$ cat src/rtl/core_pstate_pkg.sv
package core_pstate_pkg;

    localparam int unsigned PS_W = 3;

    typedef enum logic [PS_W-1:0] {
        PS_RUN       = 3'd0,
        PS_HALT      = 3'd1,
        PS_MWAIT     = 3'd2,
        PS_C2        = 3'd3,
        PS_SNOOP     = 3'd4,
        PS_STOPGRANT = 3'd5
    } pstate_e;

endpackage

$ cat src/rtl/core_pstate_evt.sv
module core_pstate_evt #(
    parameter bit DUAL_CORE = 1'b1
) (
    input  logic clk,
    input  logic rst_n,
    input  logic wake_smi,
    input  logic wake_init,
    input  logic wake_nmi,
    input  logic wake_intr,
    input  logic wake_msg,
    input  logic snp_bus,
    input  logic snp_peer,
    output logic wake_any,
    output logic snp_any
);

    assign wake_any = wake_smi | wake_init | wake_nmi | wake_intr | wake_msg;

    generate
        if (DUAL_CORE) begin : g_dual
            assign snp_any = snp_bus | snp_peer;
        end else begin : g_single
            assign snp_any = snp_bus;

            peer_ignored_chk: assert property (@(posedge clk) disable iff (!rst_n)
                (snp_peer && !snp_bus) |-> !snp_any);
        end
    endgenerate

endmodule

$ cat src/rtl/core_pstate_ack.sv
module core_pstate_ack
    import core_pstate_pkg::*;
(
    input  logic    clk,
    input  logic    rst_n,
    input  pstate_e cur_st,
    input  pstate_e nxt_st,
    input  logic    stpclk_req,
    output logic    ack
);

    logic sent_q;
    logic enter_gnt;

    assign enter_gnt = (nxt_st != cur_st) &&
                       ((nxt_st == PS_STOPGRANT) || (nxt_st == PS_C2));

    always_ff @(posedge clk or negedge rst_n) begin
        if (!rst_n) begin
            ack    <= 1'b0;
            sent_q <= 1'b0;
        end else begin
            ack <= enter_gnt && stpclk_req && !sent_q;
            if (!stpclk_req) begin
                sent_q <= 1'b0;
            end else if (enter_gnt) begin
                sent_q <= 1'b1;
            end
        end
    end


    ack_single_chk: assert property (@(posedge clk) disable iff (!rst_n)
        ack |=> !ack);

    ack_needs_stpclk_chk: assert property (@(posedge clk) disable iff (!rst_n)
        ack |-> $past(stpclk_req));

    ack_no_repeat_chk: assert property (@(posedge clk) disable iff (!rst_n)
        (ack && stpclk_req) |=> !ack);

endmodule

$ cat src/rtl/core_pstate_fsm.sv
module core_pstate_fsm
    import core_pstate_pkg::*;
(
    input  logic    clk,
    input  logic    rst_n,
    input  logic    halt_req,
    input  logic    mwait_req,
    input  logic    mwait_deep,
    input  logic    lvl2_rd,
    input  logic    wake_any,
    input  logic    monitor_evt,
    input  logic    stpclk_req,
    input  logic    snp_any,
    input  logic    snp_done,
    output pstate_e cur_st,
    output pstate_e nxt_st,
    output logic    wake_now,
    output logic    gate_en
);

    pstate_e st_q;
    pstate_e ret_q;
    pstate_e st_d;

    // next-state process
    always_comb begin
        st_d = st_q;
        unique case (st_q)
            PS_RUN: begin
                if (lvl2_rd || (mwait_req && mwait_deep)) st_d = PS_C2;
                else if (mwait_req)                       st_d = PS_MWAIT;
                else if (halt_req)                        st_d = PS_HALT;
            end
            PS_HALT: begin
                if (wake_any)        st_d = PS_RUN;
                else if (stpclk_req) st_d = PS_STOPGRANT;
                else if (snp_any)    st_d = PS_SNOOP;
            end
            PS_MWAIT: begin
                if (wake_any || monitor_evt) st_d = PS_RUN;
                else if (stpclk_req)         st_d = PS_STOPGRANT;
                else if (snp_any)            st_d = PS_SNOOP;
            end
            PS_C2: begin
                if (wake_any)     st_d = PS_RUN;
                else if (snp_any) st_d = PS_SNOOP;
            end
            PS_SNOOP: begin
                if (snp_done) st_d = ret_q;
            end
            PS_STOPGRANT: begin
                if (!stpclk_req) st_d = ret_q;
            end
            default: st_d = PS_RUN;
        endcase
    end

    // state register process
    always_ff @(posedge clk or negedge rst_n) begin
        if (!rst_n) begin
            st_q  <= PS_RUN;
            ret_q <= PS_HALT;
        end else begin
            st_q <= st_d;
            if ((st_d == PS_SNOOP || st_d == PS_STOPGRANT) && st_q != st_d) begin
                ret_q <= st_q;
            end
        end
    end

    // output process
    always_comb begin
        wake_now = 1'b0;
        gate_en  = 1'b0;
        unique case (st_q)
            PS_HALT, PS_C2: begin
                wake_now = wake_any;
                gate_en  = !wake_any;
            end
            PS_MWAIT: begin
                wake_now = wake_any || monitor_evt;
                gate_en  = !(wake_any || monitor_evt);
            end
            PS_STOPGRANT: gate_en = 1'b1;
            PS_RUN, PS_SNOOP: gate_en = 1'b0;
            default: gate_en = 1'b0;
        endcase
    end

    assign cur_st = st_q;
    assign nxt_st = st_d;


    halt_entry_chk: assert property (@(posedge clk) disable iff (!rst_n)
        (st_q == PS_RUN && halt_req && !mwait_req && !lvl2_rd) |=> st_q == PS_HALT);

    wake_run_chk: assert property (@(posedge clk) disable iff (!rst_n)
        wake_now |=> st_q == PS_RUN);

    stopgrant_return_chk: assert property (@(posedge clk) disable iff (!rst_n)
        (st_q == PS_STOPGRANT && !stpclk_req) |=> st_q == $past(ret_q));

    snoop_return_chk: assert property (@(posedge clk) disable iff (!rst_n)
        (st_q == PS_SNOOP && snp_done) |=> st_q == $past(ret_q));

    ret_valid_chk: assert property (@(posedge clk) disable iff (!rst_n)
        (st_q == PS_SNOOP) |-> (ret_q == PS_HALT || ret_q == PS_MWAIT || ret_q == PS_C2));

    stopgrant_hold_chk: assert property (@(posedge clk) disable iff (!rst_n)
        (st_q == PS_STOPGRANT && stpclk_req) |=> st_q == PS_STOPGRANT);

endmodule

$ cat src/rtl/core_pstate_ctrl.sv
module core_pstate_ctrl
    import core_pstate_pkg::*;
#(
    parameter bit DUAL_CORE = 1'b1
) (
    input  logic            clk,
    input  logic            rst_n,
    input  logic            halt_req,
    input  logic            mwait_req,
    input  logic            mwait_deep,
    input  logic            lvl2_rd,
    input  logic            wake_smi,
    input  logic            wake_init,
    input  logic            wake_nmi,
    input  logic            wake_intr,
    input  logic            wake_msg,
    input  logic            monitor_evt,
    input  logic            stpclk_req,
    input  logic            snp_bus,
    input  logic            snp_peer,
    input  logic            snp_done,
    output logic [PS_W-1:0] pstate,
    output logic            stopgnt_ack,
    output logic            snp_svc,
    output logic            clk_gate_en
);

    logic    wake_any;
    logic    snp_any;
    logic    wake_now;
    pstate_e cur_st;
    pstate_e nxt_st;

    core_pstate_evt #(.DUAL_CORE(DUAL_CORE)) u_evt (
        .clk       (clk),
        .rst_n     (rst_n),
        .wake_smi  (wake_smi),
        .wake_init (wake_init),
        .wake_nmi  (wake_nmi),
        .wake_intr (wake_intr),
        .wake_msg  (wake_msg),
        .snp_bus   (snp_bus),
        .snp_peer  (snp_peer),
        .wake_any  (wake_any),
        .snp_any   (snp_any)
    );

    core_pstate_fsm u_fsm (
        .clk         (clk),
        .rst_n       (rst_n),
        .halt_req    (halt_req),
        .mwait_req   (mwait_req),
        .mwait_deep  (mwait_deep),
        .lvl2_rd     (lvl2_rd),
        .wake_any    (wake_any),
        .monitor_evt (monitor_evt),
        .stpclk_req  (stpclk_req),
        .snp_any     (snp_any),
        .snp_done    (snp_done),
        .cur_st      (cur_st),
        .nxt_st      (nxt_st),
        .wake_now    (wake_now),
        .gate_en     (clk_gate_en)
    );

    core_pstate_ack u_ack (
        .clk        (clk),
        .rst_n      (rst_n),
        .cur_st     (cur_st),
        .nxt_st     (nxt_st),
        .stpclk_req (stpclk_req),
        .ack        (stopgnt_ack)
    );

    assign pstate  = cur_st;
    assign snp_svc = (cur_st == PS_SNOOP);


    gate_low_run_chk: assert property (@(posedge clk) disable iff (!rst_n)
        (pstate == 3'd0 || snp_svc) |-> !clk_gate_en);

    wake_over_snoop_chk: assert property (@(posedge clk) disable iff (!rst_n)
        (wake_now && snp_any) |=> !snp_svc);

    wake_ungated_chk: assert property (@(posedge clk) disable iff (!rst_n)
        wake_now |-> !clk_gate_en);

endmodule

$ cat config.mk
export PLATFORM = sky130hd
export DESIGN_NAME = core_pstate_ctrl
export DESIGN_NICKNAME = d
export VERILOG_FILES = /design/src/rtl/core_pstate_pkg.sv /design/src/rtl/core_pstate_evt.sv /design/src/rtl/core_pstate_ack.sv /design/src/rtl/core_pstate_fsm.sv /design/src/rtl/core_pstate_ctrl.sv
export SDC_FILE = /design/constraint.sdc
export NUM_CORES = 1
export LEC_CHECK = 0
export BUFFER_PORTS_ARGS = -buffer_cell sky130_fd_sc_hd__buf_2
export CAP_MARGIN = 20
export CORE_AREA = 3 3 40 42
export DETAILED_ROUTE_END_ITERATION = 8
export DIE_AREA = 0 0 43 45
export PLACE_DENSITY = 0.76
export SYNTH_ARGS = -nofsm -noshare
export SYNTH_HDL_FRONTEND = slang
export SYNTH_HIERARCHICAL = 1
export SYNTH_SLANG_ARGS = --single-unit
$ cat constraint.sdc
create_clock -name clk -period 5.49 [get_ports clk]
set_clock_uncertainty 0.15 [all_clocks]
set_input_delay 0.8235 -clock clk [delete_from_list [all_inputs] [get_ports clk]]
set_output_delay 0.8235 -clock clk [all_outputs]
set_load 0.01 [all_outputs]
==> impl_metrics.toml <==
[sta]
drv_slew = 0
setup-violations-final = 0
worst_slew_pin_slew_ns = 0.655
setup_ws_ns = 2.70
min_period_ns = 2.79
grt_setup_unrepaired = "false"
relSlewSlack_pct = 56.3
finalHoldViolCount = 0
max_freq_mhz = 359
finalSetupTns_ns = 0
timing.final.crit_share_pct = 50.8

[clock_tree]
cts_buffer_depth = 2
path_clk_slew_ns = 0.06
cts_resized = 0
h-tree-depth = 1
post-cts-setup-buffer-count = 0
numCtsBuffers = 3
cts_root_buf = "clkbuf_4"
cts_tree = "done"
clock-sinks = 8
ctsHoldBuffers = 0
clk_latency_ns = 0.26

[global_route]
grt_pass1_vias = 552
grt_pass1_wl_um = 2420
overflow = 0
grt.total_usage_pct = 16.5
antenna_found_initial = 0
grt_max_degree = 23

[drt]
vias = 610
drtIter0Drc = 8
drt_pass1_iterations = 4
wl_per_cell_um = 13.9
drc = 0
wirelength_um = 1440
ant_nets = 0
routed_via_density = 5.87

[layout]
final_area_sq_um = 751
final_util_pct = 58.4
layout.nets = 106
diodes = 0
synthToLayoutAreaGrowth_pct = 21.0
layout.cells.non_filler = 104
final_common_cell = "buf_2"
layout_common_cells = "21 x buf_2, 7 x dfrtp_1, 5 x nor2_1, 5 x nand2_1"
drive_gt1_share_pct = 39.3

[floorplanning]
std_cell_rows = 13
dieArea_sq_um = 1940
fp.dieH_um = 45
die_w_um = 43
initial_utilization_pct = 48.3
io_pins = 22
fp.coreArea_sq_um = 1280

[worst_hold_path]
worstHoldPathType = "in -> async"

[placed_design]
preCtsSetupSlack_ns = 2.73
dp_cells = 100
dpl_cell_area_sq_um = 724
port-buffer-count = 21
hpwlAfterDp_um = 1080
gp_congestion = 0.795

[power_and_ir_drop]
p_per_area_nw_per_um2 = 346
ir_drop_mv = 0.187
leakagePower_nw = 0.370

[flow_run]
cap_violations = 0

[setup_path]
cp-start-kind = "primary input"
required_ns = 4.52
arrival_ns = 1.81
cp-end-kind = "primary output"
crit_type = "in -> out"
worstPathMaxFanout = 5
reg2reg_slack_ns = 3.39

[synth]
yosysWarnings = 6
synth.net_count = 83
syn_area_sq_um = 621
syn_inst = 67
avgSynthCellArea_sq_um = 9.26

[status]
status = "finished, final reports clean"
==> metal layers <==
metal / global-route usage (%) / routed length [um]
met5: 0 / 0
met4: 7.23 / 15
met2: 27.2 / 686
met3: 2.79 / 109
met1: 21.5 / 632
==> final timing paths <==
path	from	to	cells past startpoint
max	wake_init	clk_gate_en	7
min	rst_n	u_fsm/cur_st[0]	1
max reg2reg	u_fsm/cur_st[0]	u_ack/ack	6
min reg2reg	u_ack/sent_q	u_ack/sent_q	1
max in group asynchronous	rst_n	u_fsm/ret_q[0]	1
min in group clk	u_ack/sent_q	u_ack/sent_q	1
==> stage by stage <==
| stage | hold slack, ns | power, mW |
|---|---|---|
| 6_report | 0.241 | 0.260 |
| 5_1_grt | 0.237 | 0.281 |
| 4_1_cts | 0.237 | 0.261 |
| 3_5_place_dp | 0.333 | 0.209 |
| 3_3_place_gp | 0.316 | 0.205 |
| 2_1_floorplan | 0.307 | 0.177 |
==> power breakdown <==
part / switching, mW / internal (mW)
logic: 0.0547 / 0.0525
clock network: 0.0225 / 0.0280
registers: 0.0281 / 0.0741
total: 0.105 / 0.155
==> final cells by class <==
class | count | area (sq um)
Fill cell | 122 | 534
Multi-Input combinational cell | 52 | 384
Sequential cell | 8 | 201
Timing Repair Buffer | 21 | 105
Clock buffer | 4 | 26.3
Tap cell | 15 | 18.8
Inverter | 4 | 15.0
==> flip-flops by register name, summed over array words and instances (netlist names) <==
signal / flops
u_ack/ack: 1
u_fsm/cur_st: 3
u_fsm/ret_q: 3
u_ack/sent_q: 1
==> critical path: stages <==
cell and delay (ns):
buf_2 0.09, nor3_1 0.17, nand2_1 0.09, nor2_2 0.19, nand2_1 0.12, o21ai_0 0.17
buf_2 0.16
Note: power is estimated with default switching activity, not from simulation.
